--- config.mk ---
export PLATFORM = sky130hd
export DESIGN_NAME = tick_sequencer
export DESIGN_NICKNAME = d
export VERILOG_FILES = /design/src/rtl/tick_pkg.sv /design/src/rtl/tick_modcnt.sv /design/src/rtl/tick_pix_decode.sv /design/src/rtl/tick_cpu_decode.sv /design/src/rtl/tick_sequencer.sv
export SDC_FILE = /design/constraint.sdc
export NUM_CORES = 1
export LEC_CHECK = 0
export ABC_AREA = 1
export CORE_AREA = 2 2 39 41
export CTS_CLUSTER_SIZE = 24
export DETAILED_ROUTE_END_ITERATION = 8
export DIE_AREA = 0 0 41 43
export GPL_TIMING_DRIVEN = 0
export PLACE_DENSITY = 0.62
export RECOVER_POWER = 50
export SETUP_SLACK_MARGIN = 0.5
export SYNTH_ARGS = -nofsm -noshare
export SYNTH_HDL_FRONTEND = slang
export SYNTH_HIERARCHICAL = 1
export SYNTH_SLANG_ARGS = --single-unit
--- constraint.sdc ---
create_clock -name clk_i -period 1.4 [get_ports clk_i]
set_clock_uncertainty 0.05 [all_clocks]
set_input_delay 0.42 -clock clk_i [delete_from_list [all_inputs] [get_ports clk_i]]
set_output_delay 0.42 -clock clk_i [all_outputs]
set_load 0.05 [all_outputs]
--- src/rtl/tick_pkg.sv ---
package tick_pkg;

   // Bundle of registered timing outputs
   typedef struct packed {
      logic pix;
      logic phase;
      logic fetch_lo;
      logic fetch_hi;
      logic cpu;
   } tick_bus_t;

   // True when v is a power of two (and nonzero)
   function automatic bit is_pow2(input int v);
      return (v > 0) && ((v & (v - 1)) == 0);
   endfunction

   // Counter width able to hold 0 .. m-1
   function automatic int cnt_width(input int m);
      return (m > 2) ? $clog2(m) : 1;
   endfunction

endpackage

--- src/rtl/tick_modcnt.sv ---
module tick_modcnt
   import tick_pkg::*;
#(
   parameter int MOD = 4,
   localparam int W = cnt_width(MOD)
)(
   input  logic         clk_i,
   input  logic         rst_i,
   output logic [W-1:0] cnt_q,
   output logic [W-1:0] cnt_nxt
);

   localparam logic [W-1:0] LAST = W'(MOD - 1);

   if (MOD < 2) begin : g_bad_mod
      $error("tick_modcnt: MOD must be at least 2");
   end

   // Variant choice: an exact power of two wraps naturally
   if (is_pow2(MOD) && ((1 << W) == MOD)) begin : g_wrap
      always_comb cnt_nxt = cnt_q + 1'b1;
   end else begin : g_cmp
      always_comb cnt_nxt = (cnt_q == LAST) ? '0 : cnt_q + 1'b1;
   end

   always_ff @(posedge clk_i) begin
      if (rst_i) cnt_q <= '0;
      else       cnt_q <= cnt_nxt;
   end

   p_cnt_range_r2: assert property (@(posedge clk_i) disable iff (rst_i)
      cnt_q <= LAST);

endmodule

--- src/rtl/tick_pix_decode.sv ---
module tick_pix_decode
   import tick_pkg::*;
#(
   parameter int PIX_DIV = 4,
   localparam int W = cnt_width(PIX_DIV)
)(
   input  logic         clk_i,
   input  logic         rst_i,
   input  logic [W-1:0] cnt_nxt,
   output logic         pix_q
);

   localparam logic [W-1:0] LAST = W'(PIX_DIV - 1);

   always_ff @(posedge clk_i) begin
      if (rst_i) pix_q <= 1'b0;
      else       pix_q <= (cnt_nxt == LAST);
   end

   p_pix_single_r8: assert property (@(posedge clk_i) disable iff (rst_i)
      pix_q |=> !pix_q);

endmodule

--- src/rtl/tick_cpu_decode.sv ---
module tick_cpu_decode
   import tick_pkg::*;
#(
   parameter int CPU_DIV = 33,
   localparam int W = cnt_width(CPU_DIV)
)(
   input  logic         clk_i,
   input  logic         rst_i,
   input  logic [W-1:0] cnt_nxt,
   output logic         phase_q,
   output logic         fetch_lo_q,
   output logic         fetch_hi_q,
   output logic         cpu_q
);

   localparam int           LO_LEN  = CPU_DIV / 2;
   localparam logic [W-1:0] LO_END  = W'(LO_LEN - 1);
   localparam logic [W-1:0] HI_BEG  = W'(LO_LEN);
   localparam logic [W-1:0] HI_END  = W'(CPU_DIV - 1);

   if (CPU_DIV < 4) begin : g_bad_div
      $error("tick_cpu_decode: CPU_DIV must be at least 4");
   end

   always_ff @(posedge clk_i) begin
      if (rst_i) begin
         phase_q    <= 1'b0;
         fetch_lo_q <= 1'b0;
         fetch_hi_q <= 1'b0;
         cpu_q      <= 1'b0;
      end else begin
         phase_q    <= (cnt_nxt >= HI_BEG);
         fetch_lo_q <= (cnt_nxt == LO_END);
         fetch_hi_q <= (cnt_nxt == HI_END);
         cpu_q      <= (cnt_nxt == HI_END);
      end
   end

   p_lo_in_low_r5: assert property (@(posedge clk_i) disable iff (rst_i)
      fetch_lo_q |-> !phase_q);
   p_lo_then_high_r4: assert property (@(posedge clk_i) disable iff (rst_i)
      fetch_lo_q |=> phase_q);
   p_rise_after_lo_r4: assert property (@(posedge clk_i) disable iff (rst_i)
      $rose(phase_q) |-> $past(fetch_lo_q));
   p_hi_in_high_r6: assert property (@(posedge clk_i) disable iff (rst_i)
      fetch_hi_q |-> phase_q);
   p_hi_then_low_r4: assert property (@(posedge clk_i) disable iff (rst_i)
      fetch_hi_q |=> !phase_q);
   p_cpu_with_hi_r7: assert property (@(posedge clk_i) disable iff (rst_i)
      cpu_q == fetch_hi_q);
   p_fetch_excl_r8: assert property (@(posedge clk_i) disable iff (rst_i)
      !(fetch_lo_q && fetch_hi_q));

endmodule

--- src/rtl/tick_sequencer.sv ---
module tick_sequencer
   import tick_pkg::*;
#(
   parameter int PIX_DIV = 4,
   parameter int CPU_DIV = 33
)(
   input  logic clk_i,
   input  logic rst_i,
   output logic pix_en_o,
   output logic cpu_en_o,
   output logic phase_o,
   output logic fetch_lo_o,
   output logic fetch_hi_o
);

   localparam int PW = cnt_width(PIX_DIV);
   localparam int CW = cnt_width(CPU_DIV);

   if (PIX_DIV < 2) begin : g_bad_pix
      $error("tick_sequencer: PIX_DIV must be at least 2");
   end

   logic [PW-1:0] pix_cnt, pix_nxt;
   logic [CW-1:0] cpu_cnt, cpu_nxt;
   tick_bus_t     bus;

   tick_modcnt #(.MOD(PIX_DIV)) i_pix_cnt (
      .clk_i(clk_i), .rst_i(rst_i), .cnt_q(pix_cnt), .cnt_nxt(pix_nxt));

   tick_modcnt #(.MOD(CPU_DIV)) i_cpu_cnt (
      .clk_i(clk_i), .rst_i(rst_i), .cnt_q(cpu_cnt), .cnt_nxt(cpu_nxt));

   tick_pix_decode #(.PIX_DIV(PIX_DIV)) i_pix_dec (
      .clk_i(clk_i), .rst_i(rst_i), .cnt_nxt(pix_nxt), .pix_q(bus.pix));

   tick_cpu_decode #(.CPU_DIV(CPU_DIV)) i_cpu_dec (
      .clk_i(clk_i), .rst_i(rst_i), .cnt_nxt(cpu_nxt),
      .phase_q(bus.phase), .fetch_lo_q(bus.fetch_lo),
      .fetch_hi_q(bus.fetch_hi), .cpu_q(bus.cpu));

   assign pix_en_o   = bus.pix;
   assign cpu_en_o   = bus.cpu;
   assign phase_o    = bus.phase;
   assign fetch_lo_o = bus.fetch_lo;
   assign fetch_hi_o = bus.fetch_hi;

   // Independent spacing monitors: cycles since reset or last pulse
   logic [PW-1:0] pix_gap;
   logic [CW-1:0] cpu_gap;
   always_ff @(posedge clk_i) begin
      if (rst_i) begin
         pix_gap <= '0;
         cpu_gap <= '0;
      end else begin
         pix_gap <= pix_en_o ? '0 : pix_gap + 1'b1;
         cpu_gap <= cpu_en_o ? '0 : cpu_gap + 1'b1;
      end
   end

   p_reset_quiet_r1: assert property (@(posedge clk_i)
      rst_i |=> !(pix_en_o || cpu_en_o || phase_o || fetch_lo_o || fetch_hi_o));
   p_pix_spacing_r2: assert property (@(posedge clk_i) disable iff (rst_i)
      pix_en_o |-> (pix_gap == PW'(PIX_DIV - 1)));
   p_cpu_spacing_r7: assert property (@(posedge clk_i) disable iff (rst_i)
      cpu_en_o |-> (cpu_gap == CW'(CPU_DIV - 1)));
   p_cpu_single_r8: assert property (@(posedge clk_i) disable iff (rst_i)
      cpu_en_o |=> !cpu_en_o);
   p_lo_single_r8: assert property (@(posedge clk_i) disable iff (rst_i)
      fetch_lo_o |=> !fetch_lo_o);

endmodule

Yosys cells after proc, flatten, opt, wreduce, memory -nomap -nowiden

Cells that the tools add are included.

$add $sub $neg: 2
$lt $le $gt $ge: 1
Equality and inequality tests: 4
Muxes and demuxes: 1

Operator list:

| kind                | number |
|---|---|
| $eq 6x6->1 const B  | 2 |
| $add 6x1->6 const B | 1 |
| $eq 6x4->1 const B  | 1 |
| $ge 6x5->1 const B  | 1 |
| $mux 6              | 1 |
| $add 2x1->2 const B | 1 |
| $eq 2x2->1 const B  | 1 |

Register bits after elaboration: 12

Longest topological paths before layout

Gate-level depths: netlist of the first run.

Depth in word-level cells: 3
Gate-level depth with buffers: 10
Gate-level depth less buffers: 10

Hierarchy

Netlist of the first run, hierarchy kept.

Modules (own cells, without submodules):

| module                  | instances | cells each | area an instance (sq um) | seq. area each (sq um) |
|---|---|---|---|---|
| tick_modcnt (i_cpu_cnt) | 1         | 46         | 317.8                    | 120.1 |
| tick_cpu_decode         | 1         | 19         | 125.1                    | 60.1 |
| tick_modcnt (i_pix_cnt) | 1         | 10         | 77.6                     | 40.0 |
| tick_pix_decode         | 1         | 3          | 30.0                     | 20.0 |

Worst setup path after synthesis of the first run

OpenSTA, ideal clock, no wires.

Path type: reg2out
Start point: register i_cpu_dec/cpu_q (netlist name)
End point: output fetch_hi_o
Data arrival time: 894 ps
Path slack: 36 ps
Stages on the path, launching flop included: 2
Path buffers: 1
Cell sequence: dfxtp_1 > buf_4

RTL lines:

| element   | line                 | source |
|---|---|---|
| to (decl) | tick_sequencer.sv:13 | `output logic fetch_hi_o` |

==> results, run 1 <==
- 7 I/O pins were placed.
- The cell area after synthesis is 551 um^2.
- The worst reg2reg path depth is 8.
- TritonCTS built the clock tree.
- The total number of vias is 488.
- The number of nets handed over by synthesis was 82.
- The flow ran to the end, and the final reports show no timing, DRC or antenna violations.
- The area growth from synthesis to final layout is 40.5%.
- Setup repair after global routing could not meet its margin everywhere.
- Traced cell by cell, the critical path runs through buf_6 > buf_8.
- Data arrives at the worst endpoint at 0.85 ns.
- The number of antenna violations at the first check in global routing is 0.
- In the final layout, the share of cells above drive strength 1 is 52.7%.
- In this run the remaining antenna-violating nets after routing total 0.
- The floorplan step set the die height to 43 um.
- The total of buffers placed on input and output ports is 6.
- The number of distinct library cells after synthesis is 15.
- The average vias per placed instance is 4.56.
- The region available for standard cell placement spans 0.00138 mm^2.
- The transition at the pin with the smallest max-transition slack is 0.619 ns.
- The relative contribution of sequential cells to total power is 53.6%.
- The maximum VDD drop is 412 uV.
- In this run the biggest area consumer among cell types represents 43.6% of the synthesized area.
- Entering global routing, the biggest net connects 12 pins.
- Along the worst hold path, the cell count comes to 1.
- The min-delay analysis places its worst path in the category flip-flop to flip-flop.
- The clock network burns 31.5% of the power.
- The detailed-router iteration count before antenna repair is 4.
- Along the worst path, the maximum fanout reaches 2.
- The synthesized design spends more area on one cell type than any other, namely sky130_fd_sc_hd__dfxtp_1.
- Internal power comes to 0.509 mW.
- The starting DRC count in detailed routing is 6.
- The final-report hold violation count is 0.
- The aggregate global-route resource usage is 13.6%.
- The number of rows created at floorplan is 14.
- The startpoint type of the worst setup path is a flip-flop.
- The number of global-route vias before repair is 435.
- The critical path is of the flip-flop to output port type.
- The final-report setup violation count is 0.
- The flip-flop and latch area is 264 um^2.
- Timing would allow up to 755 MHz.
- The part of the Yosys area used for sequential elements is 43.6%.
- The clock passes through at most 2 buffers.
- The wire length of the first global-routing pass is 1610 um.
- The clock tree root buffer cell is sky130_fd_sc_hd__clkbuf_4.
- The slowest stage of the critical path is the sky130_fd_sc_hd__dfxtp_4 cell.
- The kind of end point of the critical path is an output port.
- Counting the fill cells in the layout gives 141.
- The overall overflow remaining after global route is 0.
- For this run, design rule violations remaining after detail routing come to 0.
- Once the floorplan was initialized, standard cells occupied 39.8% of the core.
- The number of pins exceeding their max-slew limit in the final report is 0.
- Measured against its own limit, the worst slew margin works out to 58.7%.
- Summed over all failing endpoints, the final setup total negative slack is 0 ns.
- In the final layout, the multi-input gates occupy 292 um^2.
- The analysis attributes to cell leakage a power of 0.371 nW.
- Ranked by total cell area, the synthesized netlist is headed by sky130_fd_sc_hd__dfxtp_1 (44%), sky130_fd_sc_hd__nor2_1 (12%), sky130_fd_sc_hd__inv_1 (10%), sky130_fd_sc_hd__nand2_1 (8.2%), sky130_fd_sc_hd__ha_1 (4.5%).
- The worst slack after detailed placement is -0.262 ns.
- The sink count of the clock tree is 12.
- The count of max-cap constraint violations is 0.
- The routed design has 987 um of wire.
- 0 antenna diodes ended up in the layout.
- The number of buffers created by CTS is 3.
- Counting tap cells, the placed design contains a total of 100 instances.
- In this design, the stage delay of the slowest critical-path cell is 0.35 ns.
- The global placer's final weighted congestion is 0.685.
- The smallest clock period supported by the final layout is computed as 1.32 ns.
- The count of state elements after synthesis is 12.
- The detail-routed net length per standard cell is 9.22 um.
- The filler-free cell count of the finished design is 107.
- Net switching is 26.3% of the power.
- The ratio of total power to cell area is 893 mW/mm^2.
- The die covers 0.00176 mm^2.
- In this run the power spent charging and discharging nets is 0.182 mW.
- The share of the cycle needed by the critical path after routing is 94.6%.
- The HPWL after detailed placement is 723 um.
- The hold-fix buffer count after cts is 0.
- The smallest setup slack after layout is 0.0761 ns.
- The synthesized netlist cell count is 78.
- Data on the critical path is required at its endpoint by 0.93 ns.
- The number of synthesis warnings is 6.
- The floorplan step set the die width to 41 um.
- The later pin in the worst-skew pair is clocked with a latency of 0.26 ns.
- After synthesis, the mean cell area works out to 7.06 um^2.
- The clock transition at the registers of the reported paths is 0.07 ns.
- The portion of total power attributed to combinational logic is 14.9%.
- In the final design database the tool counted 96 nets.
- CTS built an H-tree with a depth of 1.
==> per-stage QoR <==
stage          power, mW  instance area (um^2)  util [%]  hold slack (ns)
2_1_floorplan      0.434                   597         -            0.375
4_1_cts            0.694                   751      54.2            0.418
6_report           0.690                   773      55.9            0.381
5_1_grt            0.741                   773      55.9            0.408
3_3_place_gp       0.456                   677      48.9            0.389
3_5_place_dp       0.458                   677      48.9            0.400
==> registers in the layout, indices dropped and copies added, names as in the netlist <==
name and flops:
i_cpu_cnt/cnt_q 6, i_cpu_dec/cpu_q 1, i_cpu_dec/fetch_lo_q 1, i_cpu_dec/phase_q 1
i_pix_cnt/cnt_q 2, i_pix_dec/pix_q 1
==> critical path, delay by kind of cell, from the launching register on <==
| kind | cells | cell delay, ns |
|---|---|---|
| buf+inv | 2 | 0.25 |
| flops | 1 | 0.35 |
==> path summary, 6_finish.rpt <==
check | startpoint | endpoint | slack, ns
max | i_cpu_dec/cpu_q | fetch_hi_o | 0.08
min | i_pix_cnt/cnt_q[0] | i_pix_cnt/cnt_q[0] | 0.38
min reg2reg | i_pix_cnt/cnt_q[0] | i_pix_cnt/cnt_q[0] | 0.38
max reg2reg | i_cpu_cnt/cnt_q[0] | i_cpu_dec/cpu_q | 0.12
==> layout by cell type (no fill, tap or decap), drive strengths merged <==
cell / instances
buf: 9
clkbuf: 5
dfxtp: 12
ha: 2
inv: 17
nand2: 16
nand3: 4
nand4: 1
nor2: 21
nor3: 2
o21bai: 1
or2: 1
==> per-layer routing <==
| layer | global-route usage [%] | routed length, um | part of all wire, % |
|---|---|---|---|
| met4 | 8.00 | 10 | 1.0 |
| met1 | 13.4 | 437 | 44 |
| met2 | 22.8 | 519 | 53 |
| met3 | 4.71 | 19 | 1.9 |
| met5 | 0 | 0 | 0 |
==> power groups by stage <==
stage                     logic [mW]  clock network (mW)  registers (mW)
after global placement        0.0808                   0           0.375
final                          0.103               0.217           0.370
after floorplan               0.0529                   0           0.381
after CTS                     0.0929               0.231           0.370
after global routing           0.115               0.253           0.373
after detailed placement      0.0818                   0           0.376
==> cell type report <==
type	instances	share of cell area [%]
buffer	1	1.46
clock buffer	4	3.40
inverter	17	8.58
multi-input combinational	48	37.7
sequential	12	34.1
tap	16	2.59
timing repair buffer	9	12.1
==> timing repair <==
action | 4_1_cts | 5_1_grt
pin swaps | 3 | 5
setup endpoints to repair | 17 | 17
gates resized for setup | 51 | 10
buffers inserted | 1 | 2
gates cloned | 0 | 0
hold endpoints to repair | 0 | 0
==> logic make-up (layout without fill, tap and decap cells) <==
logic type,after synthesis,count (layout),synth area share [%]
simple gates,45,45,37.5
buf+inv,18,31,13.0
flops,12,12,43.6
fa+ha+maj,2,2,4.54
compound gates,1,1,1.36
==> cell usage after synthesis <==
| master | number |
|---|---|
| sky130_fd_sc_hd__inv_2 | 2 |
| sky130_fd_sc_hd__nand2_1 | 12 |
| sky130_fd_sc_hd__nor2_1 | 17 |
| sky130_fd_sc_hd__inv_1 | 15 |
| sky130_fd_sc_hd__or2_1 | 1 |
| sky130_fd_sc_hd__o21bai_1 | 1 |
| sky130_fd_sc_hd__ha_1 | 2 |
| sky130_fd_sc_hd__dfxtp_1 | 12 |
| sky130_fd_sc_hd__nand3_1 | 4 |
| sky130_fd_sc_hd__nor2_2 | 4 |
| sky130_fd_sc_hd__buf_4 | 1 |
| sky130_fd_sc_hd__nor3_1 | 1 |
| sky130_fd_sc_hd__nand2_2 | 4 |
| sky130_fd_sc_hd__nor3_2 | 1 |
| sky130_fd_sc_hd__nand4_1 | 1 |
(Power assumes the default switching activity.)
==> run 2, diff against run 1 <==
--- a/config.mk
+++ b/config.mk
@@ -11,6 +11,7 @@
 export DETAILED_ROUTE_END_ITERATION = 8
 export DIE_AREA = 0 0 41 43
 export GPL_TIMING_DRIVEN = 0
+export HOLD_SLACK_MARGIN = 0.02
 export PLACE_DENSITY = 0.62
 export RECOVER_POWER = 50
 export SETUP_SLACK_MARGIN = 0.5
==> results of run 2 <==
Final layout, timing and power as in run 1 (identical DEF).
==> run 3, diff against run 2 <==
--- a/config.mk
+++ b/config.mk
@@ -15,6 +15,7 @@
 export PLACE_DENSITY = 0.62
 export RECOVER_POWER = 50
 export SETUP_SLACK_MARGIN = 0.5
+export SKIP_LAST_GASP = 1
 export SYNTH_ARGS = -nofsm -noshare
 export SYNTH_HDL_FRONTEND = slang
 export SYNTH_HIERARCHICAL = 1
==> results of run 3 <==
Final layout, timing and power as in run 1 (identical DEF).
